<file path="src/rtl/sr_pwm_pkg.sv">
package sr_pwm_pkg;

  localparam int CNT_W  = 16;
  localparam int BYTE_W = 8;
  localparam int NLANE  = CNT_W / BYTE_W;
  localparam int ADDR_W = 3;

  typedef enum logic [ADDR_W-1:0] {
    RA_CTRL   = 3'd0,
    RA_CMP_LO = 3'd1,
    RA_CMP_HI = 3'd2,
    RA_FLAGS  = 3'd3,
    RA_CNT_LO = 3'd4,
    RA_CNT_HI = 3'd5
  } reg_addr_e;

  // control register bit positions
  localparam int CTRL_MATEN = 0;
  localparam int CTRL_IRQEN = 1;
  localparam int CTRL_ARM   = 2;

  // flag register bit positions (write 0 to clear)
  localparam int FLG_MATCH = 0;
  localparam int FLG_OVF   = 1;

  localparam logic [CNT_W-1:0] CNT_MAX = {CNT_W{1'b1}};

  function automatic logic [CNT_W-1:0] cnt_inc(input logic [CNT_W-1:0] c);
    return c + {{(CNT_W-1){1'b0}}, 1'b1};
  endfunction

  function automatic logic [ADDR_W-1:0] lane_addr(input logic [ADDR_W-1:0] base, input int lane);
    return base + lane[ADDR_W-1:0];
  endfunction

  // sticky flag: set has priority over clear
  function automatic logic flag_next(input logic q, input logic set, input logic clr);
    return set | (q & ~clr);
  endfunction

endpackage

</file>
<file path="src/rtl/sr_pwm_timebase.sv">
module sr_pwm_timebase
  import sr_pwm_pkg::*;
(
  input  logic              clk,
  input  logic              rst_n,
  input  logic              tb_ce,
  input  logic              wr_en,
  input  logic [ADDR_W-1:0] wr_addr,
  input  logic [BYTE_W-1:0] wr_data,
  output logic [CNT_W-1:0]  count_q,
  output logic [CNT_W-1:0]  count_nxt,
  output logic              step_en
);

  logic             load_any;
  logic [CNT_W-1:0] load_val;

  always_comb begin
    load_any = 1'b0;
    load_val = count_q;
    for (int i = 0; i < NLANE; i++) begin
      if (wr_en && (wr_addr == lane_addr(RA_CNT_LO, i))) begin
        load_any = 1'b1;
        load_val[i*BYTE_W +: BYTE_W] = wr_data;
      end
    end
  end

  assign step_en   = tb_ce && !load_any;
  assign count_nxt = cnt_inc(count_q);

  always_ff @(posedge clk or negedge rst_n) begin
    if (!rst_n)        count_q <= '0;
    else if (load_any) count_q <= load_val;
    else if (step_en)  count_q <= count_nxt;
  end

endmodule

</file>
<file path="src/rtl/sr_pwm_regs.sv">
module sr_pwm_regs
  import sr_pwm_pkg::*;
(
  input  logic              clk,
  input  logic              rst_n,
  input  logic              wr_en,
  input  logic [ADDR_W-1:0] wr_addr,
  input  logic [BYTE_W-1:0] wr_data,
  input  logic              match_ev,
  input  logic              ovf_ev,
  output logic [CNT_W-1:0]  cmp_q,
  output logic              armed_q,
  output logic              mat_en_q,
  output logic              irq_en_q,
  output logic              match_flag_q,
  output logic              ovf_flag_q,
  output logic              clr_match,
  output logic              clr_ovf
);

  logic wr_ctrl, wr_lo, wr_hi, wr_flags;
  logic [CNT_W-1:0] cmp_d;

  assign wr_ctrl  = wr_en && (wr_addr == RA_CTRL);
  assign wr_lo    = wr_en && (wr_addr == RA_CMP_LO);
  assign wr_hi    = wr_en && (wr_addr == lane_addr(RA_CMP_LO, NLANE-1));
  assign wr_flags = wr_en && (wr_addr == RA_FLAGS);

  assign clr_match = wr_flags && !wr_data[FLG_MATCH];
  assign clr_ovf   = wr_flags && !wr_data[FLG_OVF];

  always_comb begin
    cmp_d = cmp_q;
    for (int i = 0; i < NLANE; i++) begin
      if (wr_en && (wr_addr == lane_addr(RA_CMP_LO, i)))
        cmp_d[i*BYTE_W +: BYTE_W] = wr_data;
    end
  end

  always_ff @(posedge clk or negedge rst_n) begin
    if (!rst_n) begin
      cmp_q        <= '0;
      armed_q      <= 1'b0;
      mat_en_q     <= 1'b0;
      irq_en_q     <= 1'b0;
      match_flag_q <= 1'b0;
      ovf_flag_q   <= 1'b0;
    end else begin
      cmp_q <= cmp_d;
      if (wr_ctrl) begin
        mat_en_q <= wr_data[CTRL_MATEN];
        irq_en_q <= wr_data[CTRL_IRQEN];
        armed_q  <= wr_data[CTRL_ARM];
      end else if (wr_lo) begin
        armed_q <= 1'b0;
      end else if (wr_hi) begin
        armed_q <= 1'b1;
      end
      match_flag_q <= flag_next(match_flag_q, match_ev && mat_en_q, clr_match);
      ovf_flag_q   <= flag_next(ovf_flag_q, ovf_ev, clr_ovf);
    end
  end

endmodule

</file>
<file path="src/rtl/sr_pwm_outstage.sv">
module sr_pwm_outstage
  import sr_pwm_pkg::*;
(
  input  logic             clk,
  input  logic             rst_n,
  input  logic             step_en,
  input  logic [CNT_W-1:0] count_q,
  input  logic [CNT_W-1:0] count_nxt,
  input  logic [CNT_W-1:0] cmp_q,
  input  logic             armed_q,
  output logic             match_ev,
  output logic             ovf_ev,
  output logic             pwm_q
);

  // events are judged on the value the counter is stepping onto
  assign match_ev = step_en && armed_q && (count_nxt == cmp_q);
  assign ovf_ev   = step_en && (count_q == CNT_MAX);

  // set-reset latch: disarm forces low, match wins over overflow
  always_ff @(posedge clk or negedge rst_n) begin
    if (!rst_n)        pwm_q <= 1'b0;
    else if (!armed_q) pwm_q <= 1'b0;
    else if (match_ev) pwm_q <= 1'b1;
    else if (ovf_ev)   pwm_q <= 1'b0;
  end

endmodule

</file>
<file path="src/rtl/sr_pwm_channel.sv">
module sr_pwm_channel
  import sr_pwm_pkg::*;
(
  input  logic              clk,
  input  logic              rst_n,
  input  logic              tb_ce,
  input  logic              wr_en,
  input  logic [ADDR_W-1:0] wr_addr,
  input  logic [BYTE_W-1:0] wr_data,
  output logic              pwm_out,
  output logic [CNT_W-1:0]  count_out,
  output logic              armed_out,
  output logic              match_flag,
  output logic              ovf_flag,
  output logic              match_irq
);

  logic [CNT_W-1:0] count_q, count_nxt, cmp_q;
  logic step_en, match_ev, ovf_ev;
  logic armed_q, mat_en_q, irq_en_q;
  logic clr_match, clr_ovf;

  sr_pwm_timebase u_tb (
    .clk       (clk),
    .rst_n     (rst_n),
    .tb_ce     (tb_ce),
    .wr_en     (wr_en),
    .wr_addr   (wr_addr),
    .wr_data   (wr_data),
    .count_q   (count_q),
    .count_nxt (count_nxt),
    .step_en   (step_en)
  );

  sr_pwm_regs u_regs (
    .clk          (clk),
    .rst_n        (rst_n),
    .wr_en        (wr_en),
    .wr_addr      (wr_addr),
    .wr_data      (wr_data),
    .match_ev     (match_ev),
    .ovf_ev       (ovf_ev),
    .cmp_q        (cmp_q),
    .armed_q      (armed_q),
    .mat_en_q     (mat_en_q),
    .irq_en_q     (irq_en_q),
    .match_flag_q (match_flag),
    .ovf_flag_q   (ovf_flag),
    .clr_match    (clr_match),
    .clr_ovf      (clr_ovf)
  );

  sr_pwm_outstage u_out (
    .clk       (clk),
    .rst_n     (rst_n),
    .step_en   (step_en),
    .count_q   (count_q),
    .count_nxt (count_nxt),
    .cmp_q     (cmp_q),
    .armed_q   (armed_q),
    .match_ev  (match_ev),
    .ovf_ev    (ovf_ev),
    .pwm_q     (pwm_out)
  );

  assign count_out = count_q;
  assign armed_out = armed_q;
  assign match_irq = match_flag && mat_en_q && irq_en_q;

endmodule

</file>
<file path="config.mk">
export PLATFORM = sky130hd
export DESIGN_NAME = sr_pwm_channel
export DESIGN_NICKNAME = d
export VERILOG_FILES = /design/src/rtl/sr_pwm_pkg.sv /design/src/rtl/sr_pwm_timebase.sv /design/src/rtl/sr_pwm_regs.sv /design/src/rtl/sr_pwm_outstage.sv /design/src/rtl/sr_pwm_channel.sv
export SDC_FILE = /design/constraint.sdc
export NUM_CORES = 1
export LEC_CHECK = 0
export BUFFER_PORTS_ARGS = -buffer_cell sky130_fd_sc_hd__buf_4
export CORE_MARGIN = 2
export CORE_UTILIZATION = 41
export CTS_BUF_LIST = sky130_fd_sc_hd__clkbuf_8
export CTS_CLUSTER_DIAMETER = 120
export CTS_CLUSTER_SIZE = 25
export DETAILED_ROUTE_END_ITERATION = 8
export PLACE_DENSITY = 0.68
export SYNTH_ARGS = -nofsm -noshare
export SYNTH_HDL_FRONTEND = slang
export SYNTH_SLANG_ARGS = --single-unit
</file>
<file path="constraint.sdc">
create_clock -name clk -period 2.3 [get_ports clk]
set_input_delay 0.23 -clock clk [delete_from_list [all_inputs] [get_ports clk]]
set_output_delay 0.23 -clock clk [all_outputs]
set_load 0.01 [all_outputs]
</file>
### Word-level counts from Yosys, hierarchy flattened

Cells that the tools add are included.

* register bits after elaboration: 38
* memory bits (read-only): 0
* logic and storage cells: 62
* output and inout port bits: 21
* memory bits (writable): 0
* latch bits: 0
* memories kept: 0
* bits of input ports: 15

* reductions and logical operators: 23
* bitwise operators: 6
* order comparisons: 0
* multiply operators: 0
* equality and inequality tests: 10
* divide/modulo/power cells: 0
* shift operators: 0
* add/sub/neg operators: 1
* multiplexer cells: 12

Operator list (number)
* $mux W16: 2
* $add A16 B1 Y16 const B: 1
* $eq A16 B16 Y1: 1
* $eq A16 B16 Y1 const B: 1
* $mux W8: 2
* $logic_and A1 B1 Y1: 15
* $mux W1: 8
* $eq A3 B2 Y1 const B: 2
* $eq A3 B3 Y1 const B: 2
* $ne A2 B2 Y1 const B: 2
* $reduce_and A2 Y1: 2
* $eq A3 B1 Y1 const B: 1
* $logic_not A1 Y1: 3
* $logic_not A3 Y1: 1
* $ne A3 B1 Y1 const B: 1
* $reduce_bool A3 Y1: 1
* $and A1 B1 Y1: 2
* $not A1 Y1: 2
* $or A1 B1 Y1: 2
* $reduce_bool A2 Y1: 1

### Depth between registers and ports, before layout

Gate-level depths: netlist of run 1.

* word-level depth: 10
* mapped depth: 7
* mapped depth without buffers: 7

### Modules after synthesis

A second synthesis of run 1 with hierarchy kept.

* cells, all modules: 229
* area, all modules: 2348.5 um^2

By module, submodules not included
* sr_pwm_timebase: times used 1, area each 1204.9 um^2, seq. area each 400.4 um^2, cells each 137
* sr_pwm_regs: times used 1, area each 870.8 um^2, seq. area each 525.5 um^2, cells each 58
* sr_pwm_outstage: times used 1, area each 266.5 um^2, seq. area each 25.0 um^2, cells each 33
* sr_pwm_channel: times used 1, area each 6.3 um^2, seq. area each 0.0 um^2, cells each 1

### Worst setup path before layout of run 1

Ideal clock, no wire load.

* path kind: register to register
* from: reg u_tb.count_q[0]
* to: reg u_out.pwm_q
* arrival time: 2.015 ns
* cell stages (with the launch flop): 8
* slack: 0.189 ns
* cells stage by stage: dfrtp_1 > ha_1 > nand3_1 > nor4_4 > xor2_1 > o311ai_1 > o211ai_1 > o31ai_1

* longest elaborated chain between the ends: 5

Ends and longest elaborated chain
* start, declared: line sr_pwm_timebase.sv:10 `output logic [CNT_W-1:0] count_q,`
* start signal, assigned: line sr_pwm_timebase.sv:34 `else if (load_any) count_q <= load_val;`
* start signal, assigned: line sr_pwm_timebase.sv:35 `else if (step_en) count_q <= count_nxt;`
* $add A16 B1 Y16: line sr_pwm_pkg.sv:29 `return c + {{(CNT_W-1){1'b0}}, 1'b1};`
* $eq A16 B16 Y1: line sr_pwm_outstage.sv:17 `assign match_ev = step_en && armed_q && (count_nxt == cmp_q);`
* $logic_and A1 B1 Y1: line sr_pwm_outstage.sv:17
* $mux W1: line sr_pwm_outstage.sv:24 `else if (match_ev) pwm_q <= 1'b1;`
* $mux W1: line sr_pwm_outstage.sv:23 `else if (!armed_q) pwm_q <= 1'b0;`
* end signal, assigned: line sr_pwm_outstage.sv:23
* end signal, assigned: line sr_pwm_outstage.sv:24
* end signal, assigned: line sr_pwm_outstage.sv:25 `else if (ovf_ev) pwm_q <= 1'b0;`
* end, declared: line sr_pwm_outstage.sv:13 `output logic pwm_q`

Parallel ways exist; a longest one is shown, timed or not.
A chain may end at the register's enable or synchronous reset.

### Final worst setup path of run 1

* from: reg u_tb.count_q[2]
* to: reg u_out.pwm_q

Same word-level chain as after synthesis.

==> results of run 1 <==
## layer usage
| metal | vias to the layer above | share of wire (%) | track usage [%] |
|---|---|---|---|
| li1 | 954 | - | - |
| met1 | 921 | 44 | 26.3 |
| met2 | 57 | 49 | 33.2 |
| met3 | 8 | 5.7 | 4.20 |
| met4 | 0 | 1.4 | 5.52 |
| met5 | - | 0 | 0 |
## power by group through the flow
stage / Clock, uW / Combinational (uW) / Sequential (uW)
6_report: 424 / 1060 / 1030
5_1_grt: 472 / 1160 / 1070
4_1_cts: 436 / 1050 / 1030
3_5_place_dp: 0 / 1050 / 1040
3_3_place_gp: 0 / 1030 / 1030
2_1_floorplan: 0 / 686 / 1030
## worst min path at each step
stage,from,endpoint,slack (ns),cells past startpoint
after global routing,wr_data[4],u_tb.count_q[4]$_DFFE_PN0P_,0.19,3
after global placement,rst_n,u_regs.cmp_q[5]$_DFFE_PN0P_,0.22,1
after floorplan,rst_n,u_out.pwm_q$_DFFE_PN0P_,-0.07,0
final,wr_data[4],u_tb.count_q[4]$_DFFE_PN0P_,0.19,3
after detailed placement,rst_n,u_regs.cmp_q[5]$_DFFE_PN0P_,0.23,1
after CTS,wr_data[4],u_tb.count_q[4]$_DFFE_PN0P_,0.19,3
## worst register-to-register path, delay by kind of cell (launching register included)
kind	cells	cell delay [ns]
simple gates	3	0.79
compound gates	3	0.68
flops	1	0.52
## cell families after synthesis
| family | after synthesis | share of synthesized area, % |
|---|---|---|
| and+or+nand+nor | 91 | 23.6 |
| DFF | 38 | 41.2 |
| AOI/OAI and AO/OA | 49 | 13.5 |
| buffers and inverters | 16 | 2.82 |
| muxes | 18 | 8.79 |
| xor gates and xnor gates | 25 | 9.49 |
| adders and majority gates | 1 | 0.542 |
## flip-flops by register name, indices dropped and copies added (netlist names)
| register | count |
|---|---|
| u_regs.ovf_flag_q | 1 |
| u_regs.irq_en_q | 1 |
| u_tb.count_q | 16 |
| u_regs.mat_en_q | 1 |
| u_regs.match_flag_q | 1 |
| u_regs.armed_q | 1 |
| u_out.pwm_q | 1 |
| u_regs.cmp_q | 16 |
## cell usage in the layout, fill, tap and decap left out, types with 2 or more instances in the layout
master and n:
sky130_fd_sc_hd__and3_1 2, sky130_fd_sc_hd__buf_4 44, sky130_fd_sc_hd__dfrtp_1 37, sky130_fd_sc_hd__a31oi_1 2, sky130_fd_sc_hd__inv_1 8, sky130_fd_sc_hd__mux2_2 18
sky130_fd_sc_hd__o31ai_1 3, sky130_fd_sc_hd__o22ai_1 4, sky130_fd_sc_hd__nand3_1 11, sky130_fd_sc_hd__nand2b_1 3, sky130_fd_sc_hd__a21oi_1 15, sky130_fd_sc_hd__and4_1 2
sky130_fd_sc_hd__a32oi_1 3, sky130_fd_sc_hd__clkbuf_8 5, sky130_fd_sc_hd__a211oi_1 4, sky130_fd_sc_hd__xnor2_1 19, sky130_fd_sc_hd__nand4_1 6, sky130_fd_sc_hd__xor2_1 6
sky130_fd_sc_hd__nor3_1 8, sky130_fd_sc_hd__nor4_1 2, sky130_fd_sc_hd__nor2_1 22, sky130_fd_sc_hd__nor4_4 3, sky130_fd_sc_hd__nand2_1 19, sky130_fd_sc_hd__o21ai_0 11
## cell type report
class	instances	area, um2
inverter	6	22.5
clock inverter	2	7.51
clock buffer	5	68.8
tap	72	90.1
sequential	38	952
fill	522	2690
timing repair buffer	45	340
multi-input combinational	184	1300
## timing repair
item | 4_1_cts | 5_1_grt
hold buffers | 1 | 0
resized for setup | 0 | 3
setup endpoints to repair | 0 | 2
hold endpoints to repair | 38 | 0
setup buffers | 0 | 1
## stage by stage
stage	setup WS, ns	cells	hold WS, ns
2_1_floorplan	0.189	238	-0.0656
3_3_place_gp	0.301	343	0.222
3_5_place_dp	0.219	343	0.228
4_1_cts	0.203	351	0.186
5_1_grt	0.0447	352	0.191
6_report	0.210	352	0.193
==> metrics.log, run 1 <==
[metrics] Clock H-tree levels: 2
[metrics] remaining routing DRC violations: 0
[metrics] Power, Total: 2520 uW
[metrics] Switching Fraction: 39.0%
[metrics] unrepaired setup endpoints after global routing: false
[metrics] largest vdd supply drop: 0.414 mV
[metrics] Int Pwr: 1530 uW
[metrics] switching power summed over all nets: 981 uW
[metrics] Synth Register Bits: 38
[metrics] Setup Skew: 0.00746 ns
[metrics] Critical Path Start: u_tb.count_q[2]$_DFFE_PN0P_
[metrics] number of vias in the routed layout: 1940
[metrics] core box area: 5470 um2
[metrics] CP Max Fanout: 9
[metrics] die area: 6240 um2
[metrics] kind of end point of the critical path: register
[metrics] maximum buffer depth of the clock tree: 2
[metrics] antenna violations before repair: 0
[metrics] reg-to-reg slack, setup: 0.21 ns
[metrics] most common cell in the netlist: sky130_fd_sc_hd__dfrtp_1
[metrics] Crit path depth: 6
[metrics] Chip Height: 79.0 um
[metrics] count of distinct cell types in the synthesized netlist: 45
[metrics] crit path max-delay cell type: sky130_fd_sc_hd__dfrtp_1
[metrics] Post-synth ARST share: 100%
[metrics] area share of the largest cell type after synthesis: 41.2%
[metrics] Initial Util: 42.2%
[metrics] maximum number of pins on one net before global-route repair: 39
[metrics] highest clock frequency the design can meet: 478 MHz
[metrics] leakage power total: 0.00116 uW
[metrics] detail-routed via count per cell: 5.51
[metrics] dominant cells by area after synthesis: sky130_fd_sc_hd__dfrtp_1 41%, sky130_fd_sc_hd__mux2_2 8.8%, sky130_fd_sc_hd__xnor2_1 7.2%
[metrics] total iterations of the first detailed-routing run: 4
[metrics] number of hold violations in the final report: 0
[metrics] DRT iter0 DRCs: 166
[metrics] Worst Reg-to-Reg Cells: 6
[metrics] layout overhead on the synthesized area: 20.5%
[metrics] TritonCTS Sinks: 38
[metrics] number of rows in the core area: 27
[metrics] clock transition at the register clock pins on the worst setup and hold paths after CTS: 0.07 ns
[metrics] first-pass GRT wire length: 9.47 mm
[metrics] final wirelength: 5.87 mm
[metrics] signal arrival time at the worst endpoint: 2.29 ns
[metrics] share of final-layout standard cells stronger than drive strength 1: 28.6%
[metrics] critical path's largest stage delay: 0.52 ns
[metrics] width of the chip: 79.0 um
[metrics] total global routing overflow: 0
[metrics] last weighted congestion value of the routability-driven placer: 0.857
[metrics] crit path to: u_out.pwm_q$_DFFE_PN0P_
[metrics] Largest delay share family, worst path: simple AND/OR/NAND/NOR gates
[metrics] register share of total power: 41.1%
[metrics] vias in the first global route: 1852
[metrics] run status: finished clean
[metrics] category of the worst setup path launch point: register
[metrics] fraction of power consumed by combinational cells: 42.0%
[metrics] commonest cells in the netlist: 38 x sky130_fd_sc_hd__dfrtp_1, 22 x sky130_fd_sc_hd__nor2_1, 19 x sky130_fd_sc_hd__nand2_1, 19 x sky130_fd_sc_hd__xnor2_1, 18 x sky130_fd_sc_hd__mux2_2
[metrics] biggest area consumer among synthesized cells: sky130_fd_sc_hd__dfrtp_1
[metrics] total count of max-transition violations in the final report: 0
[metrics] gate count of the mapped netlist: 238
[metrics] sum of negative setup slack: 0 ns
[metrics] total of buffers placed on input and output ports: 35
[metrics] flip-flop cell with the highest count after synthesis: sky130_fd_sc_hd__dfrtp_1
[metrics] HP Class: primary input to register
[metrics] Routed wire per std cell: 16.7 um
[metrics] area of all placed cells without fillers: 2780 um2
[metrics] cell breakdown of the critical path: nand4_2 > nor3_4 > nand3_1 > a211oi_1 > o211ai_1 > o31ai_1
[metrics] capturing point of the worst reg2reg path: u_out.pwm_q$_DFFE_PN0P_
[metrics] Worst R2R Start: u_tb.count_q[2]$_DFFE_PN0P_
[metrics] count of yosys warnings during synthesis: 0
[metrics] cell area power density: 905 nW/um2
[metrics] final layout net count: 296
[metrics] post-place instance area: 2680 um2
[metrics] start-to-end type of the worst setup path: register to register
[metrics] number of enable flip-flop cells after synthesis: 0
[metrics] Buf+Inv Stages, Crit Path: 0
[metrics] clock period minus final worst setup slack: 2.09 ns
[metrics] Detailed Place HPWL: 4.46 mm
[metrics] global-route usage over all layers: 19.9%
[metrics] number of nets still failing antenna checks after routing: 0
[metrics] number of antenna diodes: 0
[metrics] Clk pwr share: 16.9%
[metrics] CTS root buffer: sky130_fd_sc_hd__clkbuf_8
[metrics] sequential element share of the synthesized area: 41.2%
[metrics] Worst-Margin Slew: 0.490 ns
[metrics] Clk Latency, worst-skew pair: 0.29 ns
[metrics] Setup Viol. Count Final: 0
[metrics] syn nets: 254
[metrics] mean instance size in the synthesized netlist: 9.69 um2
[metrics] max-cap check violation count: 0
[metrics] Rel. slew slack: 67.3%
[metrics] Ports: 36
[metrics] clock buffer count from CTS: 5
[metrics] Data required, critical path: 2.50 ns
[metrics] final design utilization: 50.8%
[metrics] TritonCTS clock tree: built
[metrics] final worst path period share: 90.9%
[metrics] netlist area before placement: 2310 um2
Note: power is estimated with default switching activity, not from simulation.
==> run 2, diff against run 1 <==
--- a/config.mk
+++ b/config.mk
@@ -12,7 +12,7 @@
 export CTS_CLUSTER_DIAMETER = 120
 export CTS_CLUSTER_SIZE = 25
 export DETAILED_ROUTE_END_ITERATION = 8
-export PLACE_DENSITY = 0.68
+export PLACE_DENSITY = 0.67
 export SYNTH_ARGS = -nofsm -noshare
 export SYNTH_HDL_FRONTEND = slang
 export SYNTH_SLANG_ARGS = --single-unit
==> constraint.sdc (replaced) <==
create_clock -name clk -period 2.6 [get_ports clk]
set_input_delay 0.26 -clock clk [delete_from_list [all_inputs] [get_ports clk]]
set_output_delay 0.26 -clock clk [all_outputs]
set_load 0.01 [all_outputs]
==> run 2 against run 1 <==
Register-to-register slack better by 0.18 ns. Clock power is 10% lower. Flip-flop and latch count stayed put. Cell area is 2.2% lower. Global-route usage is 0.088 points lower. Sequential share of layout area is 0.73 points higher. Maximum frequency is 5.3% lower. First-iteration DRC count is 49% lower. Core utilization is 1.1 points lower. Critical path depth is 1 higher. Worst hold slack better by 0.033 ns. Critical path type unchanged. Die area stayed put.
==> metrics.log, run 2 (synthesis gave the netlist of run 1 again) <==
[metrics] run status: finished clean
[metrics] clock period minus final worst setup slack: 2.21 ns (+0.117 ns)
[metrics] area of all placed cells without fillers: 2720 um2 (-2.2%)
[metrics] final wirelength: 5.75 mm (-2.1%)
[metrics] Data required, critical path: 2.79 ns (+0.29 ns)
[metrics] die area: 6240 um2 (unchanged)
[metrics] number of vias in the routed layout: 1926 (-0.72%)
[metrics] commonest non-fill, non-tap cell in the layout: sky130_fd_sc_hd__dfrtp_1
[metrics] Switching Fraction: 39.4% (+0.35 points)
[metrics] Detailed Place HPWL: 4.27 mm (-4.3%)
[metrics] signal arrival time at the worst endpoint: 2.40 ns (+0.11 ns)
[metrics] detail-routed via count per cell: 5.60 (+1.6%)
[metrics] Int Pwr: 1320 uW (-14%)
[metrics] reg-to-reg slack, setup: 0.39 ns (+0.18 ns)
[metrics] total of buffers placed on input and output ports: 35 (unchanged)
[metrics] first-pass GRT wire length: 9.29 mm (-1.8%)
[metrics] highest clock frequency the design can meet: 453 MHz (-5.3%)
[metrics] most used cells in the layout excluding fill and tap cells: 38 x sky130_fd_sc_hd__dfrtp_1, 36 x sky130_fd_sc_hd__buf_4, 22 x sky130_fd_sc_hd__nor2_1
[metrics] number of hold violations in the final report: 0 (unchanged)
[metrics] number of rows in the core area: 27 (unchanged)
[metrics] final design utilization: 49.7% (-1.1 points)
[metrics] HP Class: primary input to register
[metrics] Ports: 36 (unchanged)
[metrics] post-place instance area: 2630 um2 (-2.0%)
[metrics] cell area power density: 801 nW/um2 (-11%)
[metrics] cell breakdown of the critical path: ha_1 > nand3_2 > nor4_4 > xor2_1 > o311ai_1 > o211ai_1 > o31ai_1
[metrics] Clk Latency, worst-skew pair: 0.29 ns (about the same)
[metrics] total count of max-transition violations in the final report: 0 (unchanged)
[metrics] share of final-layout standard cells stronger than drive strength 1: 26.5% (-2.1 points)
[metrics] Chip Height: 79.0 um (unchanged)
[metrics] Routed wire per std cell: 16.7 um (+0.20%)
[metrics] biggest regs: u_regs.cmp_q x16, u_tb.count_q x16
[metrics] Power, Total: 2180 uW (-13%)
[metrics] DRT iter0 DRCs: 84 (-49%)
[metrics] largest vdd supply drop: 0.300 mV (-28%)
[metrics] layout overhead on the synthesized area: 17.8%
[metrics] Setup Viol. Count Final: 0 (unchanged)
[metrics] leakage power total: 0.00112 uW (-3.5%)
[metrics] maximum number of pins on one net before global-route repair: 39 (unchanged)
[metrics] TritonCTS Sinks: 38 (unchanged)
[metrics] vias in the first global route: 1836 (-0.86%)
[metrics] Initial Util: 42.2% (unchanged)
[metrics] Rel. slew slack: 54.5% (-13 points)
[metrics] crit path max-delay cell type: sky130_fd_sc_hd__dfrtp_1
[metrics] maximum buffer depth of the clock tree: 2 (unchanged)
[metrics] clock transition at the register clock pins on the worst setup and hold paths after CTS: 0.07 ns (about the same)
[metrics] unrepaired setup endpoints after global routing: false
[metrics] CP Max Fanout: 8 (-1)
[metrics] count of buffers added by post-CTS timing repair for setup: 0 (unchanged)
[metrics] sum of negative setup slack: 0 ns (unchanged)
[metrics] total iterations of the first detailed-routing run: 4 (unchanged)
[metrics] Clock H-tree levels: 2 (unchanged)
[metrics] last weighted congestion value of the routability-driven placer: 0.881 (+2.8%)
[metrics] Worst-Margin Slew: 0.680 ns (+0.189 ns)
[metrics] core box area: 5470 um2 (unchanged)
[metrics] Worst Reg-to-Reg Cells: 7 (+1)
[metrics] critical path's largest stage delay: 0.49 ns (-0.03 ns)
[metrics] Clk pwr share: 17.5% (+0.6 points)
[metrics] Setup Skew: 0.00495 ns (-0.00251 ns)
[metrics] remaining routing DRC violations: 0 (unchanged)
[metrics] Hold Path Depth: 3 (unchanged)
[metrics] terminating pin of the worst hold path: u_tb.count_q[4]$_DFFE_PN0P_
[metrics] Worst R2R Start: u_tb.count_q[0]$_DFFE_PN0P_
[metrics] TritonCTS clock tree: built
[metrics] clock buffer count from CTS: 5 (unchanged)
[metrics] antenna violations before repair: 0 (unchanged)
[metrics] total global routing overflow: 0 (unchanged)
[metrics] capturing point of the worst reg2reg path: u_out.pwm_q$_DFFE_PN0P_
[metrics] final worst path period share: 84.9% (-6.0 points)
[metrics] category of the worst setup path launch point: register
[metrics] CTS root buffer: sky130_fd_sc_hd__clkbuf_8
[metrics] final layout net count: 288 (-2.7%)
[metrics] number of nets still failing antenna checks after routing: 0 (unchanged)
[metrics] global-route usage over all layers: 19.8% (-0.088 points)
[metrics] fraction of power consumed by combinational cells: 38.4% (-3.6 points)
[metrics] Hold Startpoint: wr_data[4]
[metrics] width of the chip: 79.0 um (unchanged)
[metrics] start-to-end type of the worst setup path: register to register
[metrics] register share of total power: 44.1% (+3.0 points)
[metrics] switching power summed over all nets: 858 uW (-13%)
[metrics] number of antenna diodes: 0 (unchanged)
[metrics] kind of end point of the critical path: register
[metrics] max-cap check violation count: 0 (unchanged)
[run 2: critical path, delay by kind of cell (launching register included)]
family | cells | cell delay (ns)
compound gates | 3 | 0.68
simple gates | 2 | 0.51
fa+ha+maj | 1 | 0.31
xor+xnor | 1 | 0.12
flops | 1 | 0.49
[run 2: what timing repair did]
action                                  in CTS  in global routing
endpoints found under the setup margin       0                  1
gates resized for setup                      0                  1
endpoints found under the hold margin       38                  0
hold buffers                                 1                  0
[run 2: power by group through the flow]
stage	sequential, uW	combinational [uW]	clock (uW)
after floorplan	912	607	0
after global placement	962	828	0
after detailed placement	966	837	0
after CTS	955	842	393
final	961	838	380
after global routing	989	931	426
[run 2: how the worst max path moves through the flow]
stage / start / depth (start not counted) / endpoint / slack, ns
2_1_floorplan: u_tb.count_q[0]$_DFFE_PN0P_ / 7 / u_out.pwm_q$_DFFE_PN0P_ / 0.49
3_3_place_gp: u_tb.count_q[0]$_DFFE_PN0P_ / 7 / u_regs.match_flag_q$_DFF_PN0_ / 0.35
3_5_place_dp: u_tb.count_q[0]$_DFFE_PN0P_ / 7 / u_out.pwm_q$_DFFE_PN0P_ / 0.28
4_1_cts: u_tb.count_q[0]$_DFFE_PN0P_ / 7 / u_out.pwm_q$_DFFE_PN0P_ / 0.26
5_1_grt: u_tb.count_q[0]$_DFFE_PN0P_ / 7 / u_regs.match_flag_q$_DFF_PN0_ / 0.13
6_report: u_tb.count_q[0]$_DFFE_PN0P_ / 7 / u_out.pwm_q$_DFFE_PN0P_ / 0.39
[run 2: cell type report]
cell class	instances	area (um2)
Clock buffer	5	68.8
Inverter	6	22.5
Timing Repair Buffer	37	280
Clock inverter	2	10.0
Tap cell	72	90.1
Fill cell	541	2750
Multi-Input combinational cell	184	1300
Sequential cell	38	951
[run 2: per-stage QoR]
stage                     instances  setup WS, ns  hold WS [ns]
final                           344         0.392         0.226
after global placement          336         0.354         0.255
after global routing            344         0.125         0.217
after floorplan                 238         0.489       -0.0356
after CTS                       344         0.263         0.221
after detailed placement        336         0.278         0.257
[run 2: layer usage]
metal  up-vias  part of all wire [%]  GRT usage (%)
met1       929                    45           25.9
li1        932                     -              -
met3        13                   5.3           4.32
met2        52                    48           31.7
met5         -                     0              0
met4         0                   2.4           8.79
